`src/rtl/bankmap_pkg.sv`:
```
package bankmap_pkg;

  // CPU bus strobes after conversion to active-high form
  typedef struct packed {
    logic iorq;
    logic mreq;
    logic rd;
    logic wr;
    logic m1;
  } cpu_strb_t;

endpackage

```
`src/rtl/bank_io_decode.sv`:
```
module bank_io_decode
  import bankmap_pkg::*;
#(
  parameter int PORT_W = 8,
  parameter logic [PORT_W-1:0] PORT_ADDR = 8'h1F
) (
  input  logic [PORT_W-1:0] port_i,
  input  cpu_strb_t         strb_i,
  output logic              reg_we_o
);

  logic unused_strb;
  assign unused_strb = strb_i.mreq ^ strb_i.rd;

  // Qualified I/O write: an interrupt acknowledge also asserts IORQ, so M1 is excluded
  always_comb begin
    reg_we_o = strb_i.iorq && strb_i.wr && !strb_i.m1 && (port_i == PORT_ADDR);
  end

endmodule

```
`src/rtl/bank_state_reg.sv`:
```
module bank_state_reg #(
  parameter int DATA_W      = 8,
  parameter int BANK_W      = 2,
  parameter int ROM_OFF_BIT = 7
) (
  input  logic              clk,
  input  logic              rst_n,
  input  logic              we_i,
  input  logic [DATA_W-1:0] data_i,
  output logic [BANK_W-1:0] bank_o,
  output logic              rom_en_o
);

  localparam logic [BANK_W-1:0] BANK_RST = '1;

  logic unused_data;
  assign unused_data = ^data_i;

  logic [BANK_W-1:0] bank_q;
  logic              rom_en_q;

  always_ff @(posedge clk or negedge rst_n) begin
    if (!rst_n) begin
      bank_q <= BANK_RST;
    end else if (we_i) begin
      bank_q <= data_i[BANK_W-1:0];
    end
  end

  // One-way flag: it can only fall, and only reset raises it again
  always_ff @(posedge clk or negedge rst_n) begin
    if (!rst_n) begin
      rom_en_q <= 1'b1;
    end else if (we_i && data_i[ROM_OFF_BIT]) begin
      rom_en_q <= 1'b0;
    end
  end

  assign bank_o   = bank_q;
  assign rom_en_o = rom_en_q;

endmodule

```
`src/rtl/bank_addr_map.sv`:
```
module bank_addr_map
  import bankmap_pkg::*;
#(
  parameter int BANK_W = 2
) (
  input  logic              upper_i,
  input  cpu_strb_t         strb_i,
  input  logic [BANK_W-1:0] bank_i,
  input  logic              rom_en_i,
  output logic [BANK_W-1:0] ram_hi_o,
  output logic              ram_cs_n_o,
  output logic              rom_cs_n_o
);

  localparam logic [BANK_W-1:0] TOP_BLOCK = '1;

  logic unused_strb;
  assign unused_strb = strb_i.iorq ^ strb_i.wr ^ strb_i.m1;

  logic rom_hit;

  always_comb begin
    ram_hi_o   = upper_i ? TOP_BLOCK : bank_i;
    rom_hit    = strb_i.mreq && strb_i.rd && rom_en_i && !upper_i;
    rom_cs_n_o = !rom_hit;
    ram_cs_n_o = !(strb_i.mreq && !rom_hit);
  end

endmodule

```
`src/rtl/membank_ctrl.sv`:
```
module membank_ctrl
  import bankmap_pkg::*;
#(
  parameter int ADDR_W      = 16,
  parameter int DATA_W      = 8,
  parameter int PORT_W      = 8,
  parameter int BANK_W      = 2,
  parameter int ROM_OFF_BIT = 7,
  parameter logic [PORT_W-1:0] PORT_ADDR = 8'h1F
) (
  input  logic              clk,
  input  logic              rst_n,
  input  logic [ADDR_W-1:0] cpu_addr,
  input  logic [DATA_W-1:0] cpu_data,
  input  logic              iorq_n,
  input  logic              mreq_n,
  input  logic              rd_n,
  input  logic              wr_n,
  input  logic              m1_n,
  output logic [BANK_W-1:0] ram_hi,
  output logic              ram_cs_n,
  output logic              rom_cs_n
);

  cpu_strb_t         strb;
  logic              reg_we;
  logic [BANK_W-1:0] bank_q;
  logic              rom_en;
  logic              unused_addr;

  assign unused_addr = ^cpu_addr;

  always_comb begin
    strb.iorq = !iorq_n;
    strb.mreq = !mreq_n;
    strb.rd   = !rd_n;
    strb.wr   = !wr_n;
    strb.m1   = !m1_n;
  end

  bank_io_decode #(
    .PORT_W   (PORT_W),
    .PORT_ADDR(PORT_ADDR)
  ) u_dec (
    .port_i  (cpu_addr[PORT_W-1:0]),
    .strb_i  (strb),
    .reg_we_o(reg_we)
  );

  bank_state_reg #(
    .DATA_W     (DATA_W),
    .BANK_W     (BANK_W),
    .ROM_OFF_BIT(ROM_OFF_BIT)
  ) u_reg (
    .clk     (clk),
    .rst_n   (rst_n),
    .we_i    (reg_we),
    .data_i  (cpu_data),
    .bank_o  (bank_q),
    .rom_en_o(rom_en)
  );

  bank_addr_map #(
    .BANK_W(BANK_W)
  ) u_map (
    .upper_i   (cpu_addr[ADDR_W-1]),
    .strb_i    (strb),
    .bank_i    (bank_q),
    .rom_en_i  (rom_en),
    .ram_hi_o  (ram_hi),
    .ram_cs_n_o(ram_cs_n),
    .rom_cs_n_o(rom_cs_n)
  );

endmodule

```
`config.mk`:
```
export PLATFORM = sky130hd
export DESIGN_NAME = membank_ctrl
export DESIGN_NICKNAME = d
export VERILOG_FILES = /design/src/rtl/bankmap_pkg.sv /design/src/rtl/bank_io_decode.sv /design/src/rtl/bank_state_reg.sv /design/src/rtl/bank_addr_map.sv /design/src/rtl/membank_ctrl.sv
export SDC_FILE = /design/constraint.sdc
export NUM_CORES = 1
export LEC_CHECK = 0
export ABC_AREA = 1
export BUFFER_PORTS_ARGS = -buffer_cell sky130_fd_sc_hd__buf_2
export CAP_MARGIN = 0
export CORE_AREA = 3 3 40 42
export CTS_CLUSTER_DIAMETER = 40
export DETAILED_ROUTE_END_ITERATION = 8
export DIE_AREA = 0 0 43 45
export HOLD_SLACK_MARGIN = 0.08
export PLACE_DENSITY = 0.57
export SLEW_MARGIN = 5
export SYNTH_ARGS = -nofsm -noshare
export SYNTH_HDL_FRONTEND = slang
export SYNTH_SLANG_ARGS = --single-unit
```
`constraint.sdc`:
```
create_clock -name clk -period 0.8 [get_ports clk]
set_input_delay 0.04 -clock clk [delete_from_list [all_inputs] [get_ports clk]]
set_output_delay 0.04 -clock clk [all_outputs]
set_load 0.05 [all_outputs]
```
==> results of run 1 <==
==> cell usage after synthesis, drive strengths merged <==
master and count:
nand2 11, inv 8, dfstp 3, nand3b 1
nand4 3, nor2 4, nand3 1, or2 2
==> area by class of cell <==
cell class                 count  area (um^2)
sequential                     3         78.8
fill                         138          810
inverter                       8         30.0
multi-input combinational     22          138
tap                           15         18.8
timing repair buffer          26          184
clock buffer                   4         26.3
==> metal layers <==
metal  global-route usage  vias to the layer above  wire length, um
li1                     -                      161                -
met1               0.0411                      122              190
met2                0.123                       11              349
met3               0.0120                        0               41
met4               0.0723                        0                0
met5                    0                        -                0
==> final timing paths <==
path / start / cells past startpoint / to / slack [ps]
max in group asynchronous: rst_n / 2 / u_reg.rom_en_o / 480
hold / removal: cpu_data[7] / 4 / u_reg.rom_en_o / 90
setup / recovery: u_reg.rom_en_o / 3 / ram_cs_n / -350
setup reg to reg: u_reg.bank_o[0] / 3 / u_reg.bank_o[0] / 40
min in group asynchronous: rst_n / 2 / u_reg.bank_o[0] / 300
hold reg to reg: u_reg.rom_en_o / 2 / u_reg.rom_en_o / 450
==> what timing repair did <==
| action | 4_1_cts | 5_1_grt |
|---|---|---|
| hold buffers | 3 | 0 |
| endpoints found under the setup margin | 4 | 5 |
| resized for setup | 12 | 1 |
| setup buffers | 1 | 0 |
| endpoints found under the hold margin | 5 | 0 |
| gates cloned | 0 | 0 |
==> tightest hold or removal path: cells and delay by family <==
family | cells | cell delay (ps)
and+or+nand+nor | 2 | 170
buffers and inverters | 2 | 110
==> sequential cells by signal, summed over array words and instances, names as in the netlist <==
| signal | cells |
|---|---|
| u_reg.bank_o | 2 |
| u_reg.rom_en_o | 1 |
==> cells in the final DEF, fill, tap and decap left out, drive strengths merged <==
| master | n |
|---|---|
| buf | 23 |
| nand2 | 11 |
| nand4 | 3 |
| inv | 8 |
| or2 | 2 |
| nand3b | 1 |
| nor2 | 4 |
| dfstp | 3 |
| dlygate4sd3 | 3 |
| nand3 | 1 |
| clkbuf | 4 |
==> kinds of logic (layout without fill, tap and decap cells) <==
kind of cell	count (synthesis)	in the layout	share of synthesized area
buffers and inverters	8	38	0.128
flip-flops	3	3	0.337
AND/OR/NAND/NOR	22	22	0.535
==> power by group <==
group | internal [mW] | total, mW | switching [mW] | leakage (nW)
Sequential | 0.156 | 0.157 | 0.000895 | 0.0309
Combinational | 0.0830 | 0.158 | 0.0752 | 0.211
Clock | 0.187 | 0.265 | 0.0785 | 0.0150
==> impl_metrics.py, run 1 <==
metrics = {
    "sta": {
        "max_freq_mhz": 867,
        "hold_viol_final": 0,
        "rsz0062_at_grt": "yes",
        "slew_viol_final": 0,
        "tns_ps": -1190,
        "slew-limit-headroom": 0.882,
        "fin_crit_ps": 1150,
        "worst_slew_pin_slew_ps": 177,
        "clock_skew_ps": 0,
        "worst_slack_ps": -354,
        "setup_viol": 4,
        "finalCritPeriodShare": 1.44,
        "whs_ps": 90.4,
    },
    "clock_network": {
        "clkSinkCount": 3,
        "clockBufferDepth": 2,
        "clk-insertion-delay-late_ps": 230,
        "htreeDepth": 1,
        "path_clk_slew_ps": 30,
        "cts_tree": "built",
        "cts_buffers": 3,
        "cts-root-buf": "clkbuf_4",
    },
    "grt": {
        "grt_pass1_vias": 257,
        "grt-ovfl-total": 0,
        "antenna_found_initial": 0,
        "track_usage": 0.0608,
        "grt_pass1_wl_um": 828,
        "grt_max_degree": 5,
    },
    "drt": {
        "ant_nets": 0,
        "routed_wl_um": 581,
        "vias_per_cell": 3.77,
        "first_iter_violations": 3,
        "avgRoutedWirePerCell_um": 7.45,
        "drt_drc_violations_left": 0,
        "vias": 294,
        "first_pass_iters": 3,
    },
    "synth": {
        "synth_nets": 64,
        "ys_types": 12,
        "syn_inst": 33,
        "synth_area_per_cell_um2": 7.09,
        "synth_warnings": 0,
        "ys_ff_latch": 3,
        "synthTopCellsByArea": "dfstp_2 34%, nand2_1 16%, inv_1 11%",
        "ys_seq_area_frac": 0.337,
        "syn_area_um2": 234,
        "synth_area_leader_cell": "dfstp_2",
        "yosysTopAreaCellShare": 0.337,
    },
    "floorplanning": {
        "die-area_um2": 1940,
        "initial_utilization": 0.182,
        "die_w_um": 43,
        "num_io_pins": 35,
        "core_um2": 1280,
        "rows": 13,
        "die_y_um": 45,
    },
    "setup_path": {
        "critical_path_class": "register to output port",
        "critPathBufInv": 1,
        "cp-end-kind": "output port",
        "crit_slowest_cell": "dfstp_2",
        "cp-start-kind": "register",
        "required_ps": 760,
        "path_delay_family": "flip-flops",
        "arrival_ps": 1110,
        "crit_path_cell_trace": "nand3b_1 > nand2_4 > buf_8",
        "worstPathMaxFanout": 2,
        "cpPeakStageDelay_ps": 520,
    },
    "finish": {
        "fin_cells": 78,
        "drive_gt1_frac": 0.603,
        "stdcell_area_um2": 475,
        "n_antenna_cell": 0,
        "area_growth_pct": 103,
        "final_nets": 95,
        "final_util": 0.370,
    },
    "power_and_ir_drop": {
        "power_density_nw_per_um2": 1220,
        "total_leakage_power_nw": 0.257,
        "finalPower_uw": 580,
        "worst_ir_drop_vdd_mv": 0.284,
    },
    "run": {
        "maxCapViolations": 0,
    },
    "placed_design": {
        "dp_hpwl_um": 463,
        "place_congestion": 0.620,
        "placed_cells": 70,
        "port-buffer-count": 22,
        "post_dp_cell_area_um2": 370,
        "place_ws_ps": -207,
    },
    "status": {
        "failed_checks": "negative setup slack",
        "status": "finished with violations",
    },
    "worst_hold_path": {
        "hold_path.class": "primary input to register",
    },
}
(Power assumes the default switching activity.)
==> run 2: changes to the inputs <==
--- a/config.mk
+++ b/config.mk
@@ -13,8 +13,10 @@
 export DETAILED_ROUTE_END_ITERATION = 8
 export DIE_AREA = 0 0 43 45
 export HOLD_SLACK_MARGIN = 0.08
+export MAX_ROUTING_LAYER = met4
 export PLACE_DENSITY = 0.57
 export SLEW_MARGIN = 5
 export SYNTH_ARGS = -nofsm -noshare
 export SYNTH_HDL_FRONTEND = slang
 export SYNTH_SLANG_ARGS = --single-unit
+export TNS_END_PERCENT = 10
==> run 2 against run 1 <==
The flow still finishes with violations (negative setup slack). Clock power is essentially flat. Power shrank 2.0%. Sequential share of layout area grew 0.87 points. Sequential power is essentially flat. Via count shrank 3.7%. Maximum frequency is essentially flat. Cell count shrank 1.3%. Critical path depth is the same. Sequential cell count is the same. Wire length shrank 4.6%. Highest routed layer unchanged.
==> impl_metrics.py, run 2 (synthesis results as in run 1) <==
metrics = {
    "status": {
        "status": "finished with violations",
        "failed_checks": "negative setup slack",
    },
    "grt": {
        "track_usage": 0.0592,
        "antenna_found_initial": 0,
        "grt_max_degree": 5,
        "grt_pass1_wl_um": 786,
        "grt-ovfl-total": 0,
        "grt_pass1_vias": 239,
    },
    "setup_path": {
        "crit_slowest_cell": "dfstp_2",
        "worstPathMaxFanout": 2,
        "cpPeakStageDelay_ps": 520,
        "cp-end-kind": "output port",
        "cp-start-kind": "register",
        "critical_path_class": "register to output port",
        "worstRegToRegCells": 2,
        "crit_path_cell_trace": "nand3b_1 > nand2_4 > buf_8",
        "required_ps": 760,
        "arrival_ps": 1110,
    },
    "clock_network": {
        "cts_tree": "built",
        "path_clk_slew_ps": 30,
        "cts_buffers": 3,
        "htreeDepth": 1,
        "clkSinkCount": 3,
        "post_cts_buffers": 0,
        "clockBufferDepth": 2,
        "clk-insertion-delay-late_ps": 230,
        "cts-root-buf": "clkbuf_4",
    },
    "sta": {
        "whs_ps": 90.9,
        "worst_slack_ps": -354,
        "rsz0062_at_grt": "yes",
        "worst_slew_pin_slew_ps": 177,
        "slew-limit-headroom": 0.882,
        "max_freq_mhz": 867,
        "slew_viol_final": 0,
        "tns_ps": -1220,
        "hold_viol_final": 0,
        "clock_skew_ps": 0,
        "fin_crit_ps": 1150,
        "setup_viol": 4,
        "finalCritPeriodShare": 1.44,
    },
    "floorplanning": {
        "rows": 13,
        "initial_utilization": 0.182,
        "die-area_um2": 1940,
        "die_w_um": 43,
        "die_y_um": 45,
        "num_io_pins": 35,
        "core_um2": 1280,
    },
    "finish": {
        "ff_latch_area_um2": 78.8,
        "mostFrequentLayoutCell": "buf_2",
        "largest_register_ffs": 2,
        "final_cell_mix": "18 x buf_2, 9 x nand2_1, 7 x inv_1",
        "final_nets": 94,
        "n_antenna_cell": 0,
        "multi_input_area_um2": 133,
        "nFillCells": 141,
        "drive_gt1_frac": 0.597,
        "area_growth_pct": 93.0,
    },
    "run": {
        "maxCapViolations": 0,
    },
    "drt": {
        "routed_wl_um": 554,
        "avgRoutedWirePerCell_um": 7.19,
        "vias_per_cell": 3.68,
        "first_iter_violations": 4,
        "vias": 283,
        "first_pass_iters": 3,
        "drt_drc_violations_left": 0,
        "ant_nets": 0,
    },
    "placed_design": {
        "dp_hpwl_um": 463,
        "place_congestion": 0.625,
        "port-buffer-count": 22,
    },
    "power_and_ir_drop": {
        "power_density_nw_per_um2": 1260,
        "total_leakage_power_nw": 0.247,
        "worst_ir_drop_vdd_mv": 0.285,
    },
    "worst_hold_path": {
        "hold_path.class": "primary input to register",
        "hold_path_depth": 4,
    },
}
## run 2: cell types whose count changed in the layout (fill, tap and decap cells not counted), sizes merged
| cell | delta |
|---|---|
| buf | -1 |
## run 2: what timing repair did
item	CTS	global route
endpoints found under the setup margin	4	4
resized for setup	8	0
hold buffers	3	0
gates cloned	0	0
hold endpoints to repair	5	0
## run 2: worst paths after layout
kind,start,end,slack [ps]
setup / recovery,u_reg.rom_en_o,ram_cs_n,-350
hold / removal,cpu_data[7],u_reg.rom_en_o,90
setup reg to reg,u_reg.bank_o[0],u_reg.bank_o[0],130
hold reg to reg,u_reg.rom_en_o,u_reg.rom_en_o,450
max in group asynchronous,rst_n,u_reg.rom_en_o,480
min in group asynchronous,rst_n,u_reg.bank_o[0],300
## run 2: layer usage
layer | routed length (um) | global-route usage
met1 | 189 | 0.0459
met2 | 322 | 0.105
met3 | 42 | 0.0120
met4 | 0 | 0.0723
met5 | 0 | -
## run 2: final cells by class
cell class | count | share of cell area
inverters | 8 | 0.0665
repair buffers | 25 | 0.366
flip-flops and latches | 3 | 0.175
clock buffers | 4 | 0.0582
multi-input cells | 22 | 0.294
well taps | 15 | 0.0416
## run 2: critical path, delay by kind of cell (launching register included)
kind,cells,cell delay [ps]
buffers and inverters,1,140
DFF,1,520
and+or+nand+nor,2,230
## run 2: power breakdown
part	switching [mW]	internal [mW]
combinational	0.0731	0.0739
clock	0.0781	0.187
sequential	0.000658	0.156
## run 2: per-stage QoR
stage | worst slack (ps) | instance area (um^2) | std cells | power, mW | utilization
4_1_cts | -366 | 452 | 77 | 0.578 | 0.352
2_1_floorplan | -552 | 241 | 33 | 0.229 | -
3_5_place_dp | -207 | 370 | 70 | 0.280 | 0.288
6_report | -354 | 452 | 77 | 0.568 | 0.352
3_3_place_gp | -190 | 370 | 70 | 0.279 | 0.288
5_1_grt | -405 | 452 | 77 | 0.598 | 0.352
==> run 3: changes to the inputs <==
--- a/config.mk
+++ b/config.mk
@@ -15,6 +15,7 @@
 export HOLD_SLACK_MARGIN = 0.08
 export MAX_ROUTING_LAYER = met4
 export PLACE_DENSITY = 0.57
+export RECOVER_POWER = 50
 export SLEW_MARGIN = 5
 export SYNTH_ARGS = -nofsm -noshare
 export SYNTH_HDL_FRONTEND = slang
==> run 3 against run 2 <==
The flow still finishes with violations (negative setup slack). Setup slack about the same. Maximum frequency about the same. Sequential power about the same. Critical path type unchanged.
==> impl_metrics.py, run 3 (synthesis results as in run 1) <==
metrics = {
    "status": {
        "status": "finished with violations",
        "failed_checks": "negative setup slack",
    },
    "placed_design": {
        "placed_cells": 70,
        "place_congestion": 0.625,
        "port-buffer-count": 22,
        "post_dp_cell_area_um2": 370,
        "place_ws_ps": -207,
        "dp_hpwl_um": 463,
    },
    "setup_path": {
        "reg2reg_setup_slack_ps": 130,
        "worstPathMaxFanout": 2,
        "cp-start-kind": "register",
        "cp-startpoint": "u_reg.rom_en_o",
        "required_ps": 760,
        "critical_path_class": "register to output port",
        "cp-end-kind": "output port",
        "arrival_ps": 1110,
        "rr_startpoint": "u_reg.bank_o[0]",
    },
    "finish": {
        "ff_latch_area_um2": 78.8,
        "final_nets": 94,
        "area_growth_pct": 92.5,
        "final_cell_mix": "17 x buf_2, 9 x nand2_1, 7 x inv_1",
        "nFillCells": 142,
        "mostFrequentLayoutCell": "buf_2",
        "largest_register_ffs": 2,
        "n_antenna_cell": 0,
        "stdcell_area_um2": 450,
        "drive_gt1_frac": 0.581,
        "fin_cells": 77,
        "multi_input_area_um2": 133,
    },
    "drt": {
        "routed_wl_um": 554,
        "avgRoutedWirePerCell_um": 7.19,
        "ant_nets": 0,
        "vias_per_cell": 3.68,
        "first_pass_iters": 3,
        "drt_drc_violations_left": 0,
        "vias": 283,
        "first_iter_violations": 4,
    },
    "sta": {
        "setup_viol": 4,
        "worst_slack_ps": -353,
        "fin_crit_ps": 1150,
        "hold_viol_final": 0,
        "clock_skew_ps": 0,
        "slew-limit-headroom": 0.882,
        "max_freq_mhz": 867,
        "finalCritPeriodShare": 1.44,
        "worst_slew_pin_slew_ps": 177,
        "slew_viol_final": 0,
        "rsz0062_at_grt": "yes",
    },
    "power_and_ir_drop": {
        "power_density_nw_per_um2": 1260,
        "total_leakage_power_nw": 0.245,
        "worst_ir_drop_vdd_mv": 0.285,
    },
    "floorplanning": {
        "num_io_pins": 35,
        "core_um2": 1280,
        "initial_utilization": 0.182,
        "rows": 13,
        "die-area_um2": 1940,
        "die_w_um": 43,
        "die_y_um": 45,
    },
    "clock_network": {
        "cts_tree": "built",
        "cts_buffers": 3,
        "clockBufferDepth": 2,
        "path_clk_slew_ps": 30,
        "clkSinkCount": 3,
        "cts-root-buf": "clkbuf_4",
        "htreeDepth": 1,
        "clk-insertion-delay-late_ps": 230,
        "post_cts_buffers": 0,
    },
    "worst_hold_path": {
        "hold_start": "cpu_data[7]",
        "hold_path.class": "primary input to register",
    },
    "grt": {
        "track_usage": 0.0592,
        "antenna_found_initial": 0,
        "grt-ovfl-total": 0,
        "grt_max_degree": 5,
        "grt_pass1_vias": 239,
        "grt_pass1_wl_um": 786,
    },
    "run": {
        "maxCapViolations": 0,
    },
}
run 3: cell count changes in the layout (fill, tap and decap cells not counted):
| cell | before | now |
|---|---|---|
| clkbuf_1 | 1 | 2 |
| buf_2 | 18 | 17 |
run 3: what timing repair did:
| item | CTS | global route |
|---|---|---|
| endpoints found under the hold margin | 5 | 0 |
| gates cloned | 0 | 0 |
| pin swaps | 0 | 0 |
| endpoints found under the setup margin | 4 | 4 |
| resized for setup | 8 | 0 |
| hold buffers | 3 | 0 |
run 3: layer usage:
metal  up-vias  GRT usage  wire (um)
li1        159          -          -
met1       113     0.0459        189
met2        11      0.105        322
met3         0     0.0120         42
met4         0     0.0723          0
met5         -          -          0
run 3: stage by stage:
step	setup TNS [ps]	total power [mW]	hold WS [ps]	util
2_1_floorplan	-744	0.229	-108	-
3_3_place_gp	-464	0.279	9.67	0.288
3_5_place_dp	-497	0.280	10.3	0.288
4_1_cts	-1260	0.578	91.6	0.352
5_1_grt	-1370	0.597	86.4	0.351
6_report	-1220	0.568	91.2	0.351
run 3: cell type report:
class | count | share of cell area
Clock buffer | 4 | 0.0583
Tap cell | 15 | 0.0417
Sequential cell | 3 | 0.175
Inverter | 8 | 0.0667
Multi-Input combinational cell | 22 | 0.294
Timing Repair Buffer | 25 | 0.364
run 3: final timing paths:
kind                                    to  depth (start not counted)
max                               ram_cs_n                          3
min                         u_reg.rom_en_o                          4
max reg2reg                u_reg.bank_o[0]                          2
min reg2reg                 u_reg.rom_en_o                          2
max in group asynchronous   u_reg.rom_en_o                          2
min in group asynchronous  u_reg.bank_o[0]                          2
run 3: critical path, stage by stage (launching register included):
cell	delay, ps
dfstp_2	520
nand3b_1	140
nand2_4	90
buf_8	140
run 3: power by group:
group	total [mW]	switching (mW)	leakage [nW]	internal [mW]
Combinational	0.146	0.0732	0.199	0.0732
Sequential	0.156	0.000658	0.0309	0.156
Clock	0.265	0.0779	0.0150	0.187
Total	0.568	0.152	0.245	0.416
